$ cat src/rtl/pbe_pkg.sv
package pbe_pkg;

    typedef enum logic [2:0] {
        SYS_S0 = 3'd0,
        SYS_S1 = 3'd1,
        SYS_S2 = 3'd2,
        SYS_S3 = 3'd3,
        SYS_S4 = 3'd4,
        SYS_S5 = 3'd5,
        SYS_RSV = 3'd6,
        SYS_G3 = 3'd7
    } sys_state_e;

    // requests produced by the router for one cycle
    typedef struct packed {
        logic sci;
        logic smi;
        logic wake;
    } evt_req_t;

    // filtered button view shared by router and hold timer
    typedef struct packed {
        logic lvl;
        logic press;
    } btn_view_t;

    function automatic logic is_sleeping(sys_state_e s);
        return (s == SYS_S1) || (s == SYS_S2) || (s == SYS_S3) ||
               (s == SYS_S4) || (s == SYS_S5);
    endfunction

    function automatic logic is_working(sys_state_e s);
        return s == SYS_S0;
    endfunction

endpackage

$ cat src/rtl/pbe_tick_gen.sv
module pbe_tick_gen #(
    parameter int TICK_DIV = 125000
) (
    input  logic clk,
    input  logic rst,
    output logic tick
);
    generate
        if (TICK_DIV <= 1) begin : g_every
            assign tick = 1'b1;
        end else begin : g_div
            localparam int W = $clog2(TICK_DIV);
            localparam logic [W-1:0] LAST = W'(TICK_DIV - 1);
            logic [W-1:0] cnt;
            logic         tick_q;
            always_ff @(posedge clk) begin
                if (rst) begin
                    cnt    <= '0;
                    tick_q <= 1'b0;
                end else begin
                    tick_q <= (cnt == LAST);
                    if (cnt == LAST) cnt <= '0;
                    else             cnt <= cnt + 1'b1;
                end
            end
            assign tick = tick_q;
        end
    endgenerate
endmodule

$ cat src/rtl/pbe_debounce.sv
module pbe_debounce
    import pbe_pkg::*;
#(
    parameter int DEB_TICKS = 16
) (
    input  logic      clk,
    input  logic      rst,
    input  logic      tick,
    input  logic      btn_n,
    output btn_view_t view
);
    localparam int W = $clog2(DEB_TICKS + 1);
    localparam logic [W-1:0] LAST = W'(DEB_TICKS - 1);

    logic [1:0]   sync_n;
    logic         lvl_q;
    logic         press_q;
    logic [W-1:0] cnt;
    logic         sample;

    assign sample = ~sync_n[1];

    always_ff @(posedge clk) begin
        if (rst) begin
            sync_n  <= 2'b11;
            lvl_q   <= 1'b0;
            press_q <= 1'b0;
            cnt     <= '0;
        end else begin
            sync_n  <= {sync_n[0], btn_n};
            press_q <= 1'b0;
            if (sample == lvl_q) begin
                cnt <= '0;
            end else if (tick) begin
                if (cnt == LAST) begin
                    cnt     <= '0;
                    lvl_q   <= sample;
                    press_q <= sample;
                end else begin
                    cnt <= cnt + 1'b1;
                end
            end
        end
    end

    assign view.lvl   = lvl_q;
    assign view.press = press_q;
endmodule

$ cat src/rtl/pbe_hold_timer.sv
module pbe_hold_timer #(
    parameter int OVR_TICKS = 4000
) (
    input  logic clk,
    input  logic rst,
    input  logic tick,
    input  logic lvl,
    input  logic armed,
    output logic ovr
);
    localparam int W = $clog2(OVR_TICKS + 1);
    localparam logic [W-1:0] LAST = W'(OVR_TICKS - 1);

    logic [W-1:0] cnt;
    logic         fired;
    logic         ovr_q;

    always_ff @(posedge clk) begin
        if (rst) begin
            cnt   <= '0;
            fired <= 1'b0;
            ovr_q <= 1'b0;
        end else begin
            ovr_q <= 1'b0;
            if (!armed) begin
                cnt <= '0;
            end else if (tick && !fired) begin
                if (cnt == LAST) begin
                    cnt   <= '0;
                    fired <= 1'b1;
                    ovr_q <= 1'b1;
                end else begin
                    cnt <= cnt + 1'b1;
                end
            end
            if (!lvl) fired <= 1'b0;
        end
    end

    assign ovr = ovr_q;
endmodule

$ cat src/rtl/pbe_router.sv
module pbe_router
    import pbe_pkg::*;
(
    input  logic       clk,
    input  logic       rst,
    input  btn_view_t  view,
    input  sys_state_e state,
    input  logic       sci_en,
    input  logic       gate,
    output evt_req_t   req
);
    logic     gate_q;
    evt_req_t req_q;
    logic     gate_end;

    assign gate_end = gate_q && !gate;

    always_ff @(posedge clk) begin
        if (rst) begin
            gate_q <= 1'b0;
            req_q  <= '0;
        end else begin
            gate_q      <= gate;
            req_q.sci   <= view.press && is_working(state) && sci_en;
            req_q.smi   <= view.press && is_working(state) && !sci_en;
            req_q.wake  <= is_sleeping(state) && !gate &&
                           (view.press || (gate_end && view.lvl));
        end
    end

    assign req = req_q;
endmodule

$ cat src/rtl/pwr_button_events.sv
module pwr_button_events
    import pbe_pkg::*;
#(
    parameter int TICK_DIV  = 125000,
    parameter int DEB_TICKS = 16,
    parameter int OVR_TICKS = 4000
) (
    input  logic       clk,
    input  logic       rst,
    input  logic       btn_n,
    input  logic [2:0] sys_state,
    input  logic       sci_en,
    input  logic       stretch_en,
    input  logic       stretch_busy,
    output logic       btn_lvl,
    output logic       sci_pulse,
    output logic       smi_pulse,
    output logic       wake_pulse,
    output logic       ovr_pulse
);
    logic       tick;
    btn_view_t  view;
    evt_req_t   req;
    sys_state_e state;
    logic       gate;
    logic       armed;

    assign state = sys_state_e'(sys_state);
    assign gate  = stretch_en && stretch_busy;
    assign armed = view.lvl && is_working(state) && !gate;

    pbe_tick_gen #(.TICK_DIV(TICK_DIV)) u_tick (
        .clk (clk), .rst (rst), .tick (tick)
    );

    pbe_debounce #(.DEB_TICKS(DEB_TICKS)) u_deb (
        .clk (clk), .rst (rst), .tick (tick), .btn_n (btn_n), .view (view)
    );

    pbe_router u_route (
        .clk (clk), .rst (rst), .view (view), .state (state),
        .sci_en (sci_en), .gate (gate), .req (req)
    );

    pbe_hold_timer #(.OVR_TICKS(OVR_TICKS)) u_hold (
        .clk (clk), .rst (rst), .tick (tick), .lvl (view.lvl),
        .armed (armed), .ovr (ovr_pulse)
    );

    assign btn_lvl    = view.lvl;
    assign sci_pulse  = req.sci;
    assign smi_pulse  = req.smi;
    assign wake_pulse = req.wake;
endmodule

$ cat config.mk
export PLATFORM = sky130hd
export DESIGN_NAME = pwr_button_events
export DESIGN_NICKNAME = d
export VERILOG_FILES = /design/src/rtl/pbe_pkg.sv /design/src/rtl/pbe_tick_gen.sv /design/src/rtl/pbe_debounce.sv /design/src/rtl/pbe_hold_timer.sv /design/src/rtl/pbe_router.sv /design/src/rtl/pwr_button_events.sv
export SDC_FILE = /design/constraint.sdc
export NUM_CORES = 1
export LEC_CHECK = 0
export BUFFER_PORTS_ARGS = -buffer_cell sky130_fd_sc_hd__buf_2
export CAP_MARGIN = 5
export CORE_ASPECT_RATIO = 1.1
export CORE_MARGIN = 2
export CORE_UTILIZATION = 30
export CTS_BUF_LIST = sky130_fd_sc_hd__clkbuf_8
export DETAILED_ROUTE_END_ITERATION = 8
export GPL_TIMING_DRIVEN = 0
export REMOVE_ABC_BUFFERS = 1
export SKIP_CTS_REPAIR_TIMING = 1
export SYNTH_ARGS = -nofsm -noshare
export SYNTH_HDL_FRONTEND = slang
export SYNTH_SLANG_ARGS = --single-unit
$ cat constraint.sdc
create_clock -name clk -period 4.75 [get_ports clk]
set_input_delay 0.7125 -clock clk [delete_from_list [all_inputs] [get_ports clk]]
set_output_delay 0.7125 -clock clk [all_outputs]
set_load 0.02 [all_outputs]
Word-level counts from Yosys, hierarchy flattened
Index checks and enable logic that the tools add are counted.
{ "classes": {"n_reduce_logical": 28, "addsub": 3, "bitwise": 7, "mux": 3, "eq_ne": 9} }
{ "op_table": {"columns": ["op", "n"], "rows": [
  ["adder 17 x 1 -> 17 bit (second input constant)", 1],
  ["== test 17 bit (second input constant)", 1],
  ["adder 12 x 1 -> 12 bit (second input constant)", 1],
  ["== test 12 bit (second input constant)", 1],
  ["two-way mux 12 bit", 1],
  ["logical AND 1 bit", 11],
  ["OR reduction 2 bit", 4],
  ["inverter 1 bit", 7],
  ["== test 3 x 2 -> 1 bit (second input constant)", 2],
  ["== test 3 bit (second input constant)", 2],
  ["AND reduction 3 bit", 2],
  ["adder 5 x 1 -> 5 bit (second input constant)", 1],
  ["== test 5 x 4 -> 1 bit (second input constant)", 1],
  ["logical OR 1 bit", 5],
  ["two-way mux 5 bit", 1],
  ["OR reduction 4 bit", 1],
  ["== test 3 x 1 -> 1 bit (second input constant)", 1],
  ["logical NOT 1 bit", 3],
  ["logical NOT 3 bit", 1],
  ["OR reduction 3 bit", 1],
  ["== test 1 bit", 1],
  ["two-way mux 1 bit", 1]
]} }
{ "totals": {"in_bits": 9, "regBits": 45, "wordCells": 63, "out_inout_bits": 5} }

Longest topological paths before layout
Gate-level depths: netlist of run 1.
{ "depth": {"depth_word": 7, "mapped_depth": 6, "mapped_depth_nobuf": 5} }

Cells and area by module
A second synthesis of run 1 with hierarchy kept.
{ "unflattened": {"hier_cells": 211, "hier_area_um2": 2000.7} }
{ "by_module_without_submodules": {"columns": ["mod", "instances", "area_each_um2", "seq_area_each_um2", "cells_each"], "rows": [
  ["pbe_tick_gen", 1, 825.8, 360.3, 93],
  ["pbe_hold_timer", 1, 615.6, 280.3, 67],
  ["pbe_debounce", 1, 382.9, 180.2, 37],
  ["pbe_router", 1, 148.9, 80.1, 11],
  ["pwr_button_events", 1, 27.5, 0.0, 3]
]} }

Least setup slack after synthesis of run 1
Ideal clock, no wire load.
{ "synth_timing": {"path_type": "input to register", "from": "in rst", "to": "reg u_hold.cnt[1]", "cell_stages": 5, "setup_ns": 0.064, "path_slack_ns": 3.038, "required_time_ns": 4.686, "path_buffers": 1, "t_arrival_ns": 1.648, "cell_sequence": "nor4_1 nand3_1 nand2b_4 buf_6 nor2_1"} }
{ "synth_via": {"elab_chain_cells": 1} }
{ "synth_lines": {"columns": ["element", "line", "rtl"], "rows": [
  ["start: declaration", "pwr_button_events.sv:9", "input logic rst,"],
  ["OR reduction 2 bit (no source line)", null, null],
  ["end signal: assignment", "pbe_hold_timer.sv:33", "cnt <= cnt + 1'b1;"],
  ["end: declaration", "pbe_hold_timer.sv:14", "logic [W-1:0] cnt;"]
]} }
Every way passes these cells.
A chain may end at the register's enable or synchronous reset.

Worst setup path in the final report of run 1
{ "layout_timing": {"from": "reg u_deb.lvl_q", "to": "out btn_lvl"} }
{ "layout_rtl": {"columns": ["element", "line", "rtl"], "rows": [
  ["start: declaration", "pbe_debounce.sv:16", "logic lvl_q;"],
  ["start signal: assignment", "pbe_debounce.sv:37", "lvl_q <= sample;"],
  ["end: declaration", "pwr_button_events.sv:15", "output logic btn_lvl,"]
]} }
No word-level cell between the ends.

==> impl_results.md, run 1 <==
- I/O Buffers: 13
- Switch share: between 20% and 30%
- DR iter-0 viols: between 80 and 90
- Hold Crit Start: u_deb.sync_n[0]
- Seq cells post-synth: between 40 and 50
- Cell taking the most area after synthesis: dfxtp_1
- RSZ-0062 raised after global routing: false
- Final slew viol count: 0
- Critical path cell sequence: buf_2
- DRC viols: 0
- Crit path max fanout: 7
- Max-cap violations: 0
- Sum of buffers and inverters on the critical path: 1
- Initial Utilization: a little under a third
- Synth top area share: around 47%
- Yosys cell types: 39
- CP peak stage delay: slightly below 0.5 ns
- Min cycle time layout: around 1.7 ns
- Die Width: around 80 microns
- Largest net degree at the start of global routing: 17
- Post-synth EDFFs: 0
- CP Data Required Time: roughly 4.0 ns
- Die area: 7040 sq um
- P per Cell Area: between 300 and 400 nW/um^2
- Dpl hpwl: 2.29 mm
- Design area: 2150 sq um
- Rows: 30
- Seq pwr share: between 50% and 60%
- Ys flop type: dfxtp_1
- CP top delay family: flip-flops
- Ys Warns: 0
- Clk Latency, worst-skew pair: roughly 0.30 ns
- Clock Pin Slew Worst Setup and Hold Paths: ~0.090 ns
- Wire per inst: 10.7 microns
- Final setup violation count: 0
- Footprint of the multi-input gates: between 900 and 1000 sq um
- Synthesized area: around 1900 sq um
- Vias per cell: around 4.6
- Ys async rst share: 0%
- Storage element area: between 900 and 1000 sq um
- Mean Syn Cell Area: 9.08 sq um
- Clock sink count: 45
- Layout area overhead: 12.4%
- Tightest Pin Transition: between 0.5 and 0.6 ns
- Max H-tree Level: 2
- Gpl congestion: 0.778
- GRT overflow: 0
- Clock power share: between 40 and 50%
- Synth Instances: 211
- Die H: 87.8 microns
- Fin Hold WS: ~0.42 ns
- Ant. Diodes: 0
- CTS tree: built
- Max clock buf depth: 2
- Fin crit share: between 30% and 40%
- Max-slew headroom: 64.8%
- Num ports: 14
- Core area: between 6000 and 7000 sq um
- Worst VDD drop: about 0.16 mV
- Reg2reg start: u_hold.cnt[0]
- Initial antenna violation count: 0
- CP max-delay cell: dfxtp_1
- Crit. End Element: primary output
- Sequential share of the synthesized area: 47.0%
- Gate power share: under 10%
- Crit path DAT: about 1.0 ns
- Post-route core utilization: between 30% and 40%
- Layout cells sized above 1: between 10% and 20%
- P_int: around 0.00054 W
- Setup_tns: 0 ns
- Nets: 236
- Leakage: approximately 0.72 nW
- CP Launch Type: flip-flop
- Final Hold Fails: 0
- Vias in the first global route: approximately 1300
- Status: completed
- Root Driver: clkbuf_8
- First-pass GRT wire length: 5.92 mm
- Iteration count of the initial detailed-routing pass: 4
- Fillers: just under 700
- Max Clock Skew: 0.0109 ns
- Vias: 1413
- Critical path launch point: u_deb.lvl_q
- Largest cells by area after synthesis: dfxtp_1 (47%), xnor2_1 (8.7%), nor2_1 (7.8%)
- Detail Route Antenna Nets: 0
- HP Class: flip-flop to flip-flop
- Fmax: 581 MHz
- Psw: around 0.00015 W
- CTS Buf Count: 5
- Global Route Usage Sum: 10.5%
- Final WL: around 3.3 mm
- WS Path Type: flip-flop to primary output
- Placement-stage cell area: 2040 sq um
[synth_stat cells, types with 2 or more instances]
cell type / instances
or2_2: 2
inv_1: 4
nor3_1: 8
xnor2_1: 19
ha_1: 3
and3_1: 2
nand2b_1: 3
xor2_1: 9
o21ai_0: 2
a21oi_1: 3
nand2_1: 14
nor4_1: 10
nand3_1: 10
dfxtp_1: 45
buf_4: 2
nor2_1: 40
clkbuf_1: 3
nand4_1: 11
[per-stage QoR]
step                power (W)  std cells  setup WS [ns]
floorplan            0.000399        204           3.11
global placement     0.000407        297           2.73
detailed placement   0.000407        297           2.75
CTS                  0.000702        305           3.01
global route         0.000722        305           2.84
finish               0.000691        305           3.03
[cells by family after synthesis]
| family | count (synthesis) | synth area share [%] |
|---|---|---|
| compound gates | 9 | 3.00 |
| xor+xnor | 28 | 12.8 |
| fa+ha+maj | 3 | 1.96 |
| buf+inv | 11 | 3.00 |
| flops | 45 | 47.0 |
| mux | 2 | 1.11 |
| simple gates | 113 | 31.1 |
[metal layers]
layer | up-vias | GRT usage (%) | routed length [microns]
met5 | - | 0 | 0
met4 | 0 | 3.70 | 39
met3 | 8 | 2.78 | 126
met2 | 23 | 16.8 | 1470
met1 | 626 | 13.8 | 1630
li1 | 756 | - | -
[layout by cell type, fill, tap and decap left out, types with 2 or more instances in the layout]
cell type	n
nand4_1	11
buf_2	13
dfxtp_1	45
nor2_1	40
nor4_1	10
inv_1	4
xnor2_1	19
nand2b_1	3
nand3_1	10
o21ai_0	2
a21oi_1	3
or2_2	2
xor2_1	9
clkbuf_8	5
ha_1	3
nand2_1	14
nor3_1	8
and3_1	2
[power groups by stage]
stage	logic [W]	clock network (W)	registers, W
after global routing	0.0000173	0.000321	0.000384
after CTS	0.0000154	0.000304	0.000383
after detailed placement	0.0000152	0	0.000392
final	0.0000148	0.000294	0.000383
after global placement	0.0000152	0	0.000392
after floorplan	0.00000803	0	0.000391
[worst paths after layout]
check,to,slack [ns],depth (start not counted)
worst max register to register,u_hold.cnt[10],3.07,5
worst min-delay path,u_deb.sync_n[1],0.42,1
worst min register to register,u_deb.sync_n[1],0.42,1
worst max-delay path,btn_lvl,3.03,1
[sequential cells by signal (all words and copies together), names as in the netlist, 2 cells and up]
| register | cells |
|---|---|
| u_route.req | 3 |
| u_deb.cnt | 5 |
| u_deb.sync_n | 2 |
| u_tick.g_div.cnt | 17 |
| u_hold.cnt | 12 |
[final cells by class]
type	count	share of cell area [%]
Multi-Input combinational cell	155	44.5
Clock inverter	3	2.15
Tap cell	80	4.65
Clock buffer	5	3.20
Inverter	4	0.697
Sequential cell	45	41.8
Timing Repair Buffer	13	3.02
No activity file was read; power rests on OpenSTA's default activity.
==> run 2, diff against run 1 <==
ABC_AREA = 1   (was not set)
clock period = 1.4 ns   (was 4.75 ns; I/O delays follow)
==> run 2 against run 1 <==
Final cell count increased by 28%. Sequential share of layout area is 3.8 points lower. Sequential power grew to 3.4 times the previous value. Combinational power increased to 4.5 times the previous value. Clock skew rose by 0.0012 ns. Worst setup slack worse by 3.0 ns. Die area grew 6.3%. Largest power group unchanged. Highest routed layer unchanged.
==> impl_results.md, run 2 <==
- Initial Utilization: between 30 and 40%
- Fin crit share: roughly 95%
- CP Launch Type: flip-flop
- Min cycle time layout: 1.33 ns
- Num ports: 14
- Cell taking the most area after synthesis: dfxtp_1
- Worst hold path cell count: 2
- Most frequent cells in the layout: nand2_1 (55), nor2_1 (55), dfxtp_1 (38)
- Max reg flops: 17
- Gpl congestion: roughly 0.84
- Synthesized area: roughly 2000 sq um
- GRT overflow: 0
- Mean Syn Cell Area: between 7 and 8 sq um
- Nets: 320
- WS Path Type: flip-flop to flip-flop
- Max-slew headroom: between 70 and 80%
- Post-route core utilization: between 30% and 40%
- Yosys cell types: 24
- Placed insts: between 300 and 400
- Die area: ~7500 sq um
- Final Hold Fails: 0
- Max Clock Skew: between 0.01 and 0.015 ns
- Max clock buf depth: 2
- DR iter-0 viols: 65
- Wire per inst: slightly above 10 microns
- Ant. Diodes: 0
- Fmax: between 700 and 800 MHz
- Synth Instances: 285
- Clk Latency, worst-skew pair: between 0.3 and 0.4 ns
- P per Cell Area: between 900 and 1000 nW/um^2
- Die H: slightly above 90 microns
- Root Driver: clkbuf_8
- Initial antenna violation count: 0
- CTS tree: built
- Iteration count of the initial detailed-routing pass: 4
- Core area: 6590 sq um
- Register with the most flip-flops: u_tick.g_div.cnt
- Clock sink count: 45
- Dpl hpwl: approximately 2.8 mm
- Placement-stage cell area: around 2200 sq um
- Hold EP: u_route.req[1]
- Detail Route Antenna Nets: 0
- DRC viols: 0
- Max-cap violations: 0
- RSZ-0062 raised after global routing: true
- Final slew viol count: 0
- Leakage: 0.844 nW
- Max H-tree Level: 2
- Final setup violation count: 0
- Ys flop type: dfxtp_1
- Crit path DAT: about 1.5 ns
- First-pass GRT wire length: approximately 6.7 mm
- Reg2reg start: u_tick.g_div.cnt[0]
- Final Non-Filler Cells: 391
- Largest net degree at the start of global routing: 18
- Largest cells by area after synthesis: dfxtp_1 (44%), nor2_1 (11%), nand2_1 (10%)
- Top flop regs: u_tick.g_div.cnt: 17 flops, u_hold.cnt: 12 flops, u_deb.cnt: 5 flops
- Layout area overhead: 17.0%
- Worst reg2reg setup slack: a little over 0.07 ns
- Ys Warns: 0
- CTS Buf Count: 5
- Commonest cells post-synth: nor2_1 (59), nand2_1 (57), dfxtp_1 (45)
- Global Route Usage Sum: between 10 and 15%
- Ys async rst share: 0%
- Vias in the first global route: 1631
- CP Data Required Time: 1.59 ns
- Crit path max fanout: 8
- Tightest Pin Transition: 0.410 ns
- Vias: about 1800
- Design area: approximately 2400 sq um
- Vias per cell: 4.59
- Synth top area share: 44.1%
- Final WL: 3.99 mm
- Sequential share of the synthesized area: between 40% and 50%
- Layout cells sized above 1: 18.8%
- Cells on worst reg2reg path: 8
- Die Width: between 80 and 90 microns
- I/O Buffers: 13
- RR Endpoint: u_tick.g_div.cnt[16]
- Top-count cell post-synth: nor2_1
- Rows: 31
- Post-synth EDFFs: 0
- Worst VDD drop: 0.431 mV
- Crit. End Element: flip-flop
- Status: completed
- HP Class: input port to flip-flop
- Clock Pin Slew Worst Setup and Hold Paths: about 0.090 ns
- Seq cells post-synth: 45
- Hold Crit Start: sci_en
## run 2: where the power goes
group / total (W) / internal [W] / switching [W] / leakage [nW]
clock network: 0.000821 / 0.000354 / 0.000467 / 0.0445
registers: 0.00130 / 0.00129 / 0.00000866 / 0.367
logic: 0.0000662 / 0.0000279 / 0.0000384 / 0.433
total: 0.00219 / 0.00167 / 0.000514 / 0.844
## run 2: worst max path at each step
stage                         from                   end  cells after the start
2_1_floorplan  u_tick.g_div.cnt[0]  u_tick.g_div.cnt[11]                      8
3_3_place_gp   u_tick.g_div.cnt[0]   u_tick.g_div.cnt[9]                      8
3_5_place_dp   u_tick.g_div.cnt[0]   u_tick.g_div.cnt[6]                      8
4_1_cts        u_tick.g_div.cnt[0]  u_tick.g_div.cnt[11]                      8
5_1_grt        u_tick.g_div.cnt[0]   u_tick.g_div.cnt[2]                      8
6_report       u_tick.g_div.cnt[0]  u_tick.g_div.cnt[16]                      8
## run 2: worst max-delay path, cell delays in order, from the launching register on
cell,delay (ns)
dfxtp_2,0.36
ha_4,0.14
nand2_1,0.08
inv_1,0.08
nand3_1,0.07
nor2_1,0.12
nand2_2,0.15
nand2_4,0.16
a21oi_1,0.05
## run 2: metal layers
metal | share of wire, % | GRT usage, % | wire [microns]
met3 | 4.3 | 3.30 | 171
met2 | 46 | 18.4 | 1850
met5 | 0 | 0 | 0
met4 | 1.5 | 4.10 | 59
met1 | 48 | 13.7 | 1910
## run 2: area by class of cell
cell class	instances	area [sq um]
clock buffers	5	68.8
flip-flops and latches	45	910
fillers	714	4200
repair buffers	15	80.1
well taps	82	103
clock inverters	3	21.3
multi-input cells	204	1070
inverters	37	139
## run 2: per-stage QoR
step | setup WS [ns] | TNS [ns] | hold slack (ns) | power (W)
3_5_place_dp | -0.115 | -1.68 | 0.385 | 0.00138
5_1_grt | -0.0323 | -0.227 | 0.0440 | 0.00229
4_1_cts | -0.122 | -1.75 | 0.0510 | 0.00221
2_1_floorplan | 0.118 | 0 | 0.282 | 0.00136
3_3_place_gp | -0.112 | -1.67 | 0.384 | 0.00138
6_report | 0.0712 | 0 | 0.0612 | 0.00219
## run 2: kinds of logic after synthesis
kind of cell,Yosys count,synth area share [%]
simple gates,163,35.4
fa+ha+maj,3,1.84
xor+xnor,10,4.29
flops,45,44.1
buf+inv,38,7.35
compound gates,26,7.04
